--- src/rtl/err_cap_pkg.sv ---
package err_cap_pkg;
  localparam int unsigned CSR_W   = 32;
  localparam int unsigned BIT_EN  = 0;
  localparam int unsigned BIT_PND = 8;
  localparam int unsigned BIT_MAB = 9;
  localparam int unsigned BIT_RTY = 10;
  localparam int unsigned TOP_LSB = 24;

  typedef enum logic [1:0] {
    SEL_CSR  = 2'd0,
    SEL_ADDR = 2'd1,
    SEL_DATA = 2'd2,
    SEL_NONE = 2'd3
  } reg_sel_e;
endpackage

--- src/rtl/err_cap_ctrl.sv ---
module err_cap_ctrl (
  input  logic clk_i,
  input  logic rst_ni,
  input  logic err_i,
  input  logic rty_exp_i,
  input  logic mabort_i,
  input  logic csr_we_i,
  input  logic wr_en_i,
  input  logic wr_clr_i,
  output logic en_o,
  output logic pend_o,
  output logic rty_o,
  output logic mab_o,
  output logic capture_o
);
  logic en_q, pend_q, rty_q, mab_q;

  // capture is gated by registered state, so a same-cycle clear drops the error
  assign capture_o = err_i & en_q & ~pend_q;

  always_ff @(posedge clk_i or negedge rst_ni) begin
    if (!rst_ni) begin
      en_q   <= 1'b0;
      pend_q <= 1'b0;
      rty_q  <= 1'b0;
      mab_q  <= 1'b0;
    end else begin
      if (csr_we_i) en_q <= wr_en_i;
      if (capture_o) begin
        pend_q <= 1'b1;
        rty_q  <= rty_exp_i;
        mab_q  <= mabort_i;
      end else if (csr_we_i && wr_clr_i) begin
        pend_q <= 1'b0;
      end
    end
  end

  assign en_o   = en_q;
  assign pend_o = pend_q;
  assign rty_o  = rty_q;
  assign mab_o  = mab_q;

  AST_CAPT_SETS_PEND: assert property (@(posedge clk_i) disable iff (!rst_ni)
    (err_i && en_q && !pend_q) |=> pend_q);
  AST_NO_CAPT_DISABLED: assert property (@(posedge clk_i) disable iff (!rst_ni)
    (!en_q && !pend_q) |=> !pend_q);
  AST_FLAGS_HELD: assert property (@(posedge clk_i) disable iff (!rst_ni)
    pend_q |=> ($stable(rty_q) && $stable(mab_q)));
  AST_CLEAR_WINS: assert property (@(posedge clk_i) disable iff (!rst_ni)
    (pend_q && csr_we_i && wr_clr_i) |=> !pend_q);
  AST_ZERO_NO_CLEAR: assert property (@(posedge clk_i) disable iff (!rst_ni)
    (pend_q && !(csr_we_i && wr_clr_i)) |=> pend_q);
endmodule

--- src/rtl/err_cap_store.sv ---
module err_cap_store #(
  parameter int unsigned W = 32
) (
  input  logic         clk_i,
  input  logic         rst_ni,
  input  logic         load_i,
  input  logic [W-1:0] d_i,
  output logic [W-1:0] q_o
);
  logic [W-1:0] q;

  always_ff @(posedge clk_i or negedge rst_ni) begin
    if (!rst_ni)     q <= '0;
    else if (load_i) q <= d_i;
  end

  assign q_o = q;

  AST_LOAD_TAKES: assert property (@(posedge clk_i) disable iff (!rst_ni)
    load_i |=> (q == $past(d_i)));
  AST_HOLD_IDLE: assert property (@(posedge clk_i) disable iff (!rst_ni)
    !load_i |=> $stable(q));
endmodule

--- src/rtl/err_cap_rdmux.sv ---
module err_cap_rdmux
  import err_cap_pkg::*;
#(
  parameter int unsigned ADDR_W = 32,
  parameter int unsigned DATA_W = 32,
  parameter int unsigned TOP_W  = 8
) (
  input  logic [1:0]        sel_i,
  input  logic [TOP_W-1:0]  top_i,
  input  logic              rty_i,
  input  logic              mab_i,
  input  logic              pend_i,
  input  logic              en_i,
  input  logic [ADDR_W-1:0] addr_i,
  input  logic [DATA_W-1:0] data_i,
  output logic [CSR_W-1:0]  rdata_o
);
  logic [CSR_W-1:0] csr;

  always_comb begin
    csr = '0;
    csr[CSR_W-1:TOP_LSB] = top_i;
    csr[BIT_RTY] = rty_i;
    csr[BIT_MAB] = mab_i;
    csr[BIT_PND] = pend_i;
    csr[BIT_EN]  = en_i;
  end

  always_comb begin
    unique case (reg_sel_e'(sel_i))
      SEL_CSR:  rdata_o = csr;
      SEL_ADDR: rdata_o = CSR_W'(addr_i);
      SEL_DATA: rdata_o = CSR_W'(data_i);
      default:  rdata_o = '0;
    endcase
  end
endmodule

--- src/rtl/bus_err_capture.sv ---
module bus_err_capture
  import err_cap_pkg::*;
#(
  parameter int unsigned ADDR_W = 32,
  parameter int unsigned DATA_W = 32,
  parameter int unsigned BE_W   = 4,
  parameter int unsigned CMD_W  = 4
) (
  input  logic              clk_i,
  input  logic              rst_ni,
  input  logic              err_i,
  input  logic              rty_exp_i,
  input  logic              mabort_i,
  input  logic [ADDR_W-1:0] addr_i,
  input  logic [DATA_W-1:0] data_i,
  input  logic [BE_W-1:0]   be_i,
  input  logic [CMD_W-1:0]  cmd_i,
  input  logic [1:0]        reg_sel_i,
  input  logic              reg_we_i,
  input  logic [31:0]       reg_wdata_i,
  output logic [31:0]       reg_rdata_o,
  output logic              err_pend_o
);
  localparam int unsigned TOP_W = BE_W + CMD_W;

  logic csr_we, en, pend, rty, mab, capture;
  logic [ADDR_W-1:0] addr_q;
  logic [DATA_W-1:0] data_q;
  logic [TOP_W-1:0]  top_q;

  assign csr_we = reg_we_i && (reg_sel_e'(reg_sel_i) == SEL_CSR);

  err_cap_ctrl u_ctrl (
    .clk_i, .rst_ni, .err_i, .rty_exp_i, .mabort_i,
    .csr_we_i (csr_we),
    .wr_en_i  (reg_wdata_i[BIT_EN]),
    .wr_clr_i (reg_wdata_i[BIT_PND]),
    .en_o     (en),
    .pend_o   (pend),
    .rty_o    (rty),
    .mab_o    (mab),
    .capture_o(capture)
  );

  err_cap_store #(.W(ADDR_W)) u_addr (
    .clk_i, .rst_ni, .load_i(capture), .d_i(addr_i), .q_o(addr_q));
  err_cap_store #(.W(DATA_W)) u_data (
    .clk_i, .rst_ni, .load_i(capture), .d_i(data_i), .q_o(data_q));
  err_cap_store #(.W(TOP_W)) u_top (
    .clk_i, .rst_ni, .load_i(capture), .d_i({be_i, cmd_i}), .q_o(top_q));

  err_cap_rdmux #(.ADDR_W(ADDR_W), .DATA_W(DATA_W), .TOP_W(TOP_W)) u_rd (
    .sel_i(reg_sel_i), .top_i(top_q), .rty_i(rty), .mab_i(mab),
    .pend_i(pend), .en_i(en), .addr_i(addr_q), .data_i(data_q),
    .rdata_o(reg_rdata_o)
  );

  assign err_pend_o = pend;

  AST_PEND_MATCHES_CSR: assert property (@(posedge clk_i) disable iff (!rst_ni)
    (reg_sel_e'(reg_sel_i) == SEL_CSR) |-> (err_pend_o == reg_rdata_o[BIT_PND]));
  AST_ADDR_FROZEN: assert property (@(posedge clk_i) disable iff (!rst_ni)
    pend |=> $stable(addr_q));
endmodule

--- config.mk ---
export PLATFORM = sky130hd
export DESIGN_NAME = bus_err_capture
export DESIGN_NICKNAME = d
export VERILOG_FILES = /design/src/rtl/err_cap_pkg.sv /design/src/rtl/err_cap_ctrl.sv /design/src/rtl/err_cap_store.sv /design/src/rtl/err_cap_rdmux.sv /design/src/rtl/bus_err_capture.sv
export SDC_FILE = /design/constraint.sdc
export NUM_CORES = 1
export LEC_CHECK = 0
export ABC_AREA = 0
export BUFFER_PORTS_ARGS = -buffer_cell sky130_fd_sc_hd__buf_2
export CELL_PAD_IN_SITES_DETAIL_PLACEMENT = 1
export CELL_PAD_IN_SITES_GLOBAL_PLACEMENT = 1
export CORE_ASPECT_RATIO = 1.1
export CORE_MARGIN = 1
export CORE_UTILIZATION = 39
export CTS_BUF_LIST = sky130_fd_sc_hd__clkbuf_4 sky130_fd_sc_hd__clkbuf_8
export DETAILED_ROUTE_END_ITERATION = 6
export GPL_TIMING_DRIVEN = 1
export PLACE_DENSITY = 0.84
export SYNTH_ARGS = -nofsm -noshare
export SYNTH_HDL_FRONTEND = slang
export SYNTH_SLANG_ARGS = --single-unit
--- constraint.sdc ---
create_clock -name clk_i -period 1.8 [get_ports clk_i]
set_clock_uncertainty 0.2 [all_clocks]
set_input_delay 0.18 -clock clk_i [delete_from_list [all_inputs] [get_ports clk_i]]
set_output_delay 0.18 -clock clk_i [all_outputs]
set_load 0.03 [all_outputs]
==> results of run 1 <==
[cell usage in the layout (no fill, tap or decap)]
cell type	instances
a22o_1	20
buf_12	3
buf_2	113
buf_4	8
bufinv_16	1
clkbuf_4	1
clkbuf_8	9
clkinv_2	2
clkinv_4	2
clkinvlp_4	1
dfrtp_1	76
dlygate4sd3_1	76
inv_1	1
mux2_2	26
mux2_4	49
mux2i_1	12
nand3b_4	1
nor2b_2	2
nor3b_1	1
nor4bb_1	1
o21ai_0	1
o2bb2ai_1	12
[through the flow]
step                instance area (sq um)  utilization  total power [mW]  worst slack (ns)
floorplan                            3510            -              5.08             0.145
global placement                     4220        0.494              5.63             0.189
detailed placement                   4220        0.494              5.80             0.144
CTS                                  5180        0.606              7.25             0.139
global route                         5180        0.606              7.63            0.0706
finish                               5180        0.606              7.22             0.142
[worst paths after layout]
| path | start | slack (ns) | endpoint |
|---|---|---|---|
| max in group asynchronous | rst_ni | 0.76 | u_data.q_o[6] |
| max reg2reg | u_ctrl.pend_o | 0.14 | u_addr.q_o[21] |
| min in group clk_i | reg_wdata_i[8] | 0.07 | u_ctrl.pend_o |
| min reg2reg | u_addr.q_o[26] | 0.31 | u_addr.q_o[26] |
| min | rst_ni | 0.04 | u_data.q_o[24] |
| max | u_ctrl.pend_o | 0.14 | u_addr.q_o[21] |
[final cells by class]
cell class	instances	area, sq um	area share
Tap cell	111	139	0.0268
Multi-Input combinational cell	125	1490	0.288
Sequential cell	76	1900	0.367
Timing Repair Buffer	200	1450	0.279
Clock inverter	6	65.1	0.0126
Clock buffer	10	131	0.0254
Inverter	1	3.75	0.000725
[synthesized netlist by cell type]
master | count | share of area
nor4bb_1 | 1 | 0.0029
nand3b_4 | 1 | 0.0057
o2bb2ai_1 | 12 | 0.030
mux2_4 | 49 | 0.21
mux2i_1 | 12 | 0.034
buf_2 | 10 | 0.014
a22o_1 | 20 | 0.050
dfrtp_1 | 76 | 0.54
nor3b_1 | 1 | 0.0021
inv_1 | 1 | 0.0011
nor2b_1 | 2 | 0.0036
clkbuf_1 | 1 | 0.0011
buf_6 | 6 | 0.019
mux2_2 | 26 | 0.083
o21ai_0 | 1 | 0.0014
[registers in the layout (all words and copies together) (netlist names)]
signal         flops
u_addr.q_o        32
u_data.q_o        32
u_top.q_o          8
u_ctrl.en_o        1
u_ctrl.mab_o       1
u_ctrl.pend_o      1
u_ctrl.rty_o       1
[per-layer routing]
layer  track usage  wire, um
met1         0.259      4040
met2         0.415      5290
met3        0.0300       342
met4        0.0721       119
met5             0         0
[cells by family (layout without fill, tap and decap cells)]
| kind of cell | Yosys count | in the layout | share of synthesized area |
|---|---|---|---|
| simple gates | 5 | 5 | 0.0143 |
| mux | 87 | 87 | 0.327 |
| flops | 76 | 76 | 0.542 |
| compound gates | 33 | 33 | 0.0813 |
| buf+inv | 18 | 217 | 0.0356 |
[power by group through the flow]
stage / logic [mW] / clock network (mW) / registers [mW]
after floorplan: 2.14 / 0 / 2.95
after global placement: 2.61 / 0 / 3.02
after detailed placement: 2.71 / 0 / 3.10
after CTS: 2.85 / 1.32 / 3.07
after global routing: 3.04 / 1.40 / 3.19
final: 2.86 / 1.29 / 3.08
[repair_timing]
| action | in CTS | in global routing |
|---|---|---|
| hold buffers | 76 | 0 |
| buffers inserted | 0 | 0 |
| hold endpoints to repair | 151 | 0 |
==> impl_metrics.py, run 1 <==
metrics = {
    "pwr": {
        "power.density_mw_per_mm2": 1400,
        "seqPwrFrac": 0.426,
        "vdd_ir_drop_max_uv": 655,
        "combPwrFrac": 0.395,
        "power.leakage_nw": 2.63,
        "p_int_mw": 4.86,
        "netSwitchingPower_mw": 2.36,
        "p_sw_frac": 0.327,
        "clockPowerShare": 0.178,
    },
    "global_route": {
        "grt-ovfl-total": 0,
        "grt_max_degree": 38,
        "antenna_found_initial": 0,
        "grt_pass1_vias": 3129,
        "grt_pass1_wl_mm": 15.8,
        "grt.total_usage": 0.221,
    },
    "finish": {
        "syn_to_final_growth_pct": 47.4,
        "fin_cells": 529,
        "fill_cells": 861,
        "nets": 525,
        "antenna_cells": 0,
        "drive_gt1_frac": 0.522,
    },
    "floorplan": {
        "start_util": 0.411,
        "ios": 145,
        "dieHeight_um": 102,
        "core.rowCount": 35,
        "fp.dieW_um": 92.5,
        "core_area_sq_mm": 0.00854,
        "dieArea_sq_mm": 0.00939,
    },
    "place": {
        "gp_congestion": 0.717,
        "place_inst": 437,
        "place_hpwl_mm": 5.86,
        "port_buffers": 114,
    },
    "synth": {
        "avgSynthCellArea_sq_um": 16.0,
        "syn_inst": 219,
        "ys_warn_count": 0,
        "ys_seq_elements": 76,
        "seq_area_frac_synth": 0.542,
        "synth_nets": 331,
        "syn_area_sq_mm": 0.00351,
        "synth_cell_type_count": 15,
    },
    "timing": {
        "fin_crit_sh": 0.921,
        "whs_ns": 0.0405,
        "slew_violations": 0,
        "fmax_ghz": 0.603,
        "fin_crit_ns": 1.66,
        "relSlewSlack": 0.715,
        "rsz0062_at_grt": "false",
        "worst_pin_slew_ns": 0.422,
        "hold_viol_final": 0,
        "setup_viol": 0,
        "tns_ns": 0,
    },
    "drt": {
        "drtPass1Iterations": 4,
        "drt_iter0_drc": 69,
        "ant_nets": 0,
        "vias_per_cell": 4.92,
        "route.detailed.drc": 0,
        "vias": 2605,
        "wl_per_cell_um": 18.5,
        "detail_route.wirelength_mm": 9.79,
    },
    "worst_setup_path": {
        "ff2ff_path_depth": 3,
        "cp-end-kind": "flip-flop",
        "path_depth": 3,
        "crit_path_max_fanout": 28,
        "cp_data_required_time_ns": 1.83,
        "crit_arrival_ns": 1.68,
        "worst_path_largest_cell_delay_ns": 0.41,
        "path_cells": "nand3b_4, buf_12, mux2_2",
        "critPathKind": "reg -> reg",
        "critPathBufInv": 1,
        "critical-path-top-delay-family": "flip-flops",
        "critical_path.slowest_cell": "dfrtp_1",
        "start_kind": "flip-flop",
    },
    "clocking": {
        "cts_buffers": 9,
        "ctsHtreeMaxLevel": 3,
        "cts_root_buf": "clkbuf_8",
        "cts_tree": "built",
        "cts_num_sinks": 76,
        "cts_resized": 0,
        "clk_path_buf_depth": 2,
        "clkTransAtPathRegs_ns": 0.08,
        "worst_skew_pair.late_latency_ns": 0.34,
    },
    "outcome": {
        "status": "finished clean",
    },
    "run": {
        "drv_cap": 0,
    },
    "worst_hold_path": {
        "hp-class": "in -> async",
    },
}
Power figures use the tool's default switching activity.
==> run 2: changes to the inputs <==
- RECOVER_POWER: unset -> 50
==> run 2 against run 1 <==
Critical path depth unchanged. Die area unchanged. Sequential cell count unchanged. Register-to-register slack about the same. Critical endpoint is now reg_rdata_o[27]. Highest routed layer unchanged.
==> impl_metrics.py, run 2 (synthesis gave the netlist of run 1 again) <==
metrics = {
    "clocking": {
        "cts_tree": "built",
        "worst_skew_pair.late_latency_ns": 0.33,
        "cts_resized": 0,
        "cts_buffers": 9,
        "clkTransAtPathRegs_ns": 0.08,
        "ctsHtreeMaxLevel": 3,
        "cts_root_buf": "clkbuf_8",
        "cts_num_sinks": 76,
        "cts_setup_buffers": 0,
        "clk_path_buf_depth": 2,
        "postCtsHoldBufs": 76,
    },
    "floorplan": {
        "dieArea_sq_mm": 0.00939,
        "start_util": 0.411,
        "fp.dieW_um": 92.5,
        "core_area_sq_mm": 0.00854,
        "dieHeight_um": 102,
        "core.rowCount": 35,
        "ios": 145,
    },
    "finish": {
        "final_cell_mix": "109 x buf_2, 76 x dlygate4sd3_1, 76 x dfrtp_1, 47 x mux2_4, 26 x mux2_2",
        "multiInputGateArea_sq_mm": 0.00148,
        "drive_gt1_frac": 0.505,
        "fill_cells": 869,
        "nets": 525,
        "fin_util": 0.602,
        "antenna_cells": 0,
        "stdcell_area_sq_mm": 0.00514,
        "syn_to_final_growth_pct": 46.5,
        "layout_commonest_cell": "buf_2",
        "area.sequential_sq_mm": 0.00190,
    },
    "worst_setup_path": {
        "cp-end-kind": "output port",
        "crit_path_max_fanout": 2,
        "cp_data_required_time_ns": 1.42,
        "rrSetupSlack_ns": 0.14,
        "crit_path_end": "reg_rdata_o[27]",
        "startpoint": "u_addr.q_o[27]",
        "timing.rr.end": "u_addr.q_o[21]",
        "start_kind": "flip-flop",
        "critPathKind": "reg -> out",
        "ff2ff_path_depth": 3,
        "crit_arrival_ns": 1.28,
        "r2r_start": "u_ctrl.pend_o",
    },
    "drt": {
        "vias": 2608,
        "drtPass1Iterations": 4,
        "drt_iter0_drc": 69,
        "wl_per_cell_um": 18.5,
        "detail_route.wirelength_mm": 9.80,
        "vias_per_cell": 4.93,
        "route.detailed.drc": 0,
        "ant_nets": 0,
    },
    "timing": {
        "fin_crit_ns": 1.66,
        "tns_ns": 0,
        "fin_ws_ns": 0.137,
        "fin_crit_sh": 0.924,
        "hold_viol_final": 0,
        "setup_viol": 0,
        "rsz0062_at_grt": "false",
        "slew_violations": 0,
        "whs_ns": 0.0327,
        "fmax_ghz": 0.601,
        "worst_pin_slew_ns": 0.830,
        "relSlewSlack": 0.447,
    },
    "global_route": {
        "grt.total_usage": 0.221,
        "grt_max_degree": 38,
        "grt-ovfl-total": 0,
        "antenna_found_initial": 0,
        "grt_pass1_wl_mm": 15.8,
        "grt_pass1_vias": 3129,
    },
    "outcome": {
        "status": "finished clean",
    },
    "place": {
        "port_buffers": 114,
        "gp_congestion": 0.717,
        "place_area_sq_mm": 0.00422,
        "place_hpwl_mm": 5.86,
        "dp_slack_ns": 0.144,
    },
    "pwr": {
        "power.leakage_nw": 2.60,
        "power.density_mw_per_mm2": 1400,
        "vdd_ir_drop_max_uv": 655,
    },
    "worst_hold_path": {
        "hp-class": "in -> async",
    },
    "run": {
        "drv_cap": 0,
    },
}
-- run 2: critical path, stage by stage, from the launching register on --
cell and delay (ns):
dfrtp_1 0.35, mux2i_1 0.08, o2bb2ai_1 0.16, clkbuf_1 0.35
-- run 2: report_power, final --
part           internal (mW)  switching (mW)  leakage [nW]  total [mW]
Combinational           1.60            1.21          1.60        2.81
Clock                  0.656           0.633        0.0996        1.29
Sequential              2.57           0.508         0.904        3.08
Total                   4.83            2.36          2.60        7.18
-- run 2: final cells by class --
cell class,instances,share of cell area
Clock inverter,6,0.0126
Timing Repair Buffer,200,0.277
Clock buffer,10,0.0255
Sequential cell,76,0.370
Multi-Input combinational cell,125,0.288
Tap cell,111,0.0270
Inverter,1,0.000730
-- run 2: per-stage QoR --
stage,power [mW],std cells
2_1_floorplan,5.08,219
3_3_place_gp,5.63,437
3_5_place_dp,5.80,437
4_1_cts,7.25,529
5_1_grt,7.59,529
6_report,7.18,529
-- run 2: worst min path at each step --
stage	depth (start not counted)	endpoint	startpoint
floorplan	0	u_addr.q_o[0]	rst_ni
global placement	1	u_data.q_o[26]	rst_ni
detailed placement	1	u_data.q_o[26]	rst_ni
CTS	2	u_data.q_o[24]	rst_ni
global route	2	u_data.q_o[24]	rst_ni
finish	2	u_data.q_o[24]	rst_ni
-- run 2: layer usage --
metal,GRT usage,wire [um],vias to the layer above,share of wire
met1,0.259,4010,1318,0.41
met4,0.0721,119,0,0.012
met3,0.0300,366,13,0.037
li1,-,-,1198,-
met5,0,0,-,0
met2,0.415,5300,79,0.54
==> run 3: changes to the inputs <==
--- a/constraint.sdc
+++ b/constraint.sdc
@@ -3,3 +3,3 @@
 set_input_delay 0.18 -clock clk_i [delete_from_list [all_inputs] [get_ports clk_i]]
 set_output_delay 0.18 -clock clk_i [all_outputs]
-set_load 0.03 [all_outputs]
+set_load 0.05 [all_outputs]
==> run 3 against run 2 <==
Wire length increased by 1.8%. Sequential cell count unchanged. Fmax decreased by 2.4%. Clock power increased by 3%. Combinational power increased by 16%. Critical path type unchanged. Largest power group is now combinational cells.
==> impl_metrics.py, run 3 (synthesis gave the netlist of run 1 again) <==
metrics = {
    "outcome": {
        "status": "finished clean",
    },
    "floorplan": {
        "dieArea_sq_mm": 0.00939,
        "core_area_sq_mm": 0.00854,
        "fp.dieW_um": 92.5,
        "dieHeight_um": 102,
        "start_util": 0.411,
        "ios": 145,
        "core.rowCount": 35,
    },
    "timing": {
        "fin_crit_ns": 1.70,
        "slew_violations": 0,
        "relSlewSlack": 0.584,
        "fmax_ghz": 0.587,
        "whs_ns": 0.0834,
        "hold_viol_final": 0,
        "setup_viol": 0,
        "rsz0062_at_grt": "false",
        "fin_crit_sh": 0.947,
        "worst_pin_slew_ns": 0.627,
        "tns_ns": 0,
    },
    "worst_setup_path": {
        "crit_path_max_fanout": 2,
        "path_cells": "mux2i_1, o2bb2ai_2, buf_2",
        "start_kind": "flip-flop",
        "cp_data_required_time_ns": 1.42,
        "critical-path-top-delay-family": "flip-flops",
        "startpoint": "u_addr.q_o[29]",
        "cp-end-kind": "output port",
        "worst_path_largest_cell_delay_ns": 0.41,
        "crit_arrival_ns": 1.32,
        "r2r_start": "u_ctrl.pend_o",
        "critical_path.slowest_cell": "dfrtp_1",
        "critPathKind": "reg -> out",
        "critPathBufInv": 1,
    },
    "run": {
        "drv_cap": 0,
    },
    "place": {
        "gp_congestion": 0.708,
        "place_hpwl_mm": 5.87,
        "port_buffers": 114,
    },
    "pwr": {
        "vdd_ir_drop_max_uv": 668,
        "power.leakage_nw": 2.65,
        "power.density_mw_per_mm2": 1470,
        "power_mw": 7.73,
    },
    "clocking": {
        "cts_resized": 0,
        "cts_buffers": 9,
        "clkTransAtPathRegs_ns": 0.08,
        "worst_skew_pair.late_latency_ns": 0.32,
        "clk_path_buf_depth": 2,
        "ctsHtreeMaxLevel": 3,
        "postCtsHoldBufs": 76,
        "cts_root_buf": "clkbuf_8",
        "cts_tree": "built",
        "cts_num_sinks": 76,
        "cts_setup_buffers": 0,
    },
    "finish": {
        "nets": 524,
        "syn_to_final_growth_pct": 50.0,
        "antenna_cells": 0,
        "drive_gt1_frac": 0.532,
        "final_cell_mix": "109 x buf_2, 76 x dlygate4sd3_1, 75 x dfrtp_1, 46 x mux2_4, 25 x mux2_2",
        "layout_commonest_cell": "buf_2",
    },
    "worst_hold_path": {
        "worstHoldStart": "reg_wdata_i[8]",
        "hp-class": "in -> reg",
    },
    "global_route": {
        "grt-ovfl-total": 0,
        "met2_usage": 0.427,
        "antenna_found_initial": 0,
        "grt_pass1_vias": 3115,
        "grt.busiest_layer": "met2",
        "met3_usage": 0.0398,
        "grt.total_usage": 0.229,
        "grt_pass1_wl_mm": 16.1,
        "grt_max_degree": 77,
        "use_met1": 0.265,
    },
    "drt": {
        "detail_route.wirelength_mm": 9.97,
        "ant_nets": 0,
        "vias_per_cell": 4.92,
        "drtPass1Iterations": 4,
        "wl_per_cell_um": 18.9,
        "drt_iter0_drc": 54,
        "route.detailed.drc": 0,
        "vias": 2599,
    },
}
-- run 3: cell types whose count changed in the layout (fill, tap and decap cells not counted), sizes merged --
cell,delta
buf,-1
clkbuf,+2
clkinv,-2
-- run 3: power breakdown --
part           internal [mW]  switching [mW]  leakage, nW
combinational           1.65            1.62         1.64
sequential              2.58           0.550        0.903
clock                  0.728           0.602        0.106
-- run 3: routing by layer --
metal	up-vias	share of wire
li1	1190	-
met1	1316	0.40
met2	81	0.55
met3	12	0.038
met4	0	0.012
met5	-	0
-- run 3: worst paths after layout --
check / endpoint / slack [ns] / cells after the start
max in group asynchronous: u_ctrl.pend_o / 0.80 / 3
min in group asynchronous: u_addr.q_o[30] / 0.27 / 3
worst min register to register: u_addr.q_o[8] / 0.31 / 1
worst max-delay path: reg_rdata_o[29] / 0.1 / 3
worst min-delay path: u_ctrl.pend_o / 0.08 / 3
worst max register to register: u_data.q_o[18] / 0.13 / 3
-- run 3: worst reg2reg max path, delay by kind of cell (launching register included) --
kind / cells / cell delay, ns
flip-flops: 1 / 0.43
AND/OR/NAND/NOR: 1 / 0.32
buffers and inverters: 1 / 0.27
multiplexers: 1 / 0.33
-- run 3: cell type report --
cell class              count  area [sq um]
well taps                 111           139
inverters                   1          3.75
clock buffers              12           159
clock inverters             4          47.5
multi-input cells         125          1550
repair buffers            199          1470
fillers                   835          3270
flip-flops and latches     76          1900
-- run 3: per-stage QoR --
step,util,cell area [sq um],cells,worst slack [ns]
final,0.617,5270,528,0.0960
after global routing,0.617,5270,528,0.0751
after CTS,0.619,5290,528,0.116
after detailed placement,0.506,4320,436,0.130
after global placement,0.506,4320,436,0.159
after floorplan,-,3570,219,0.156
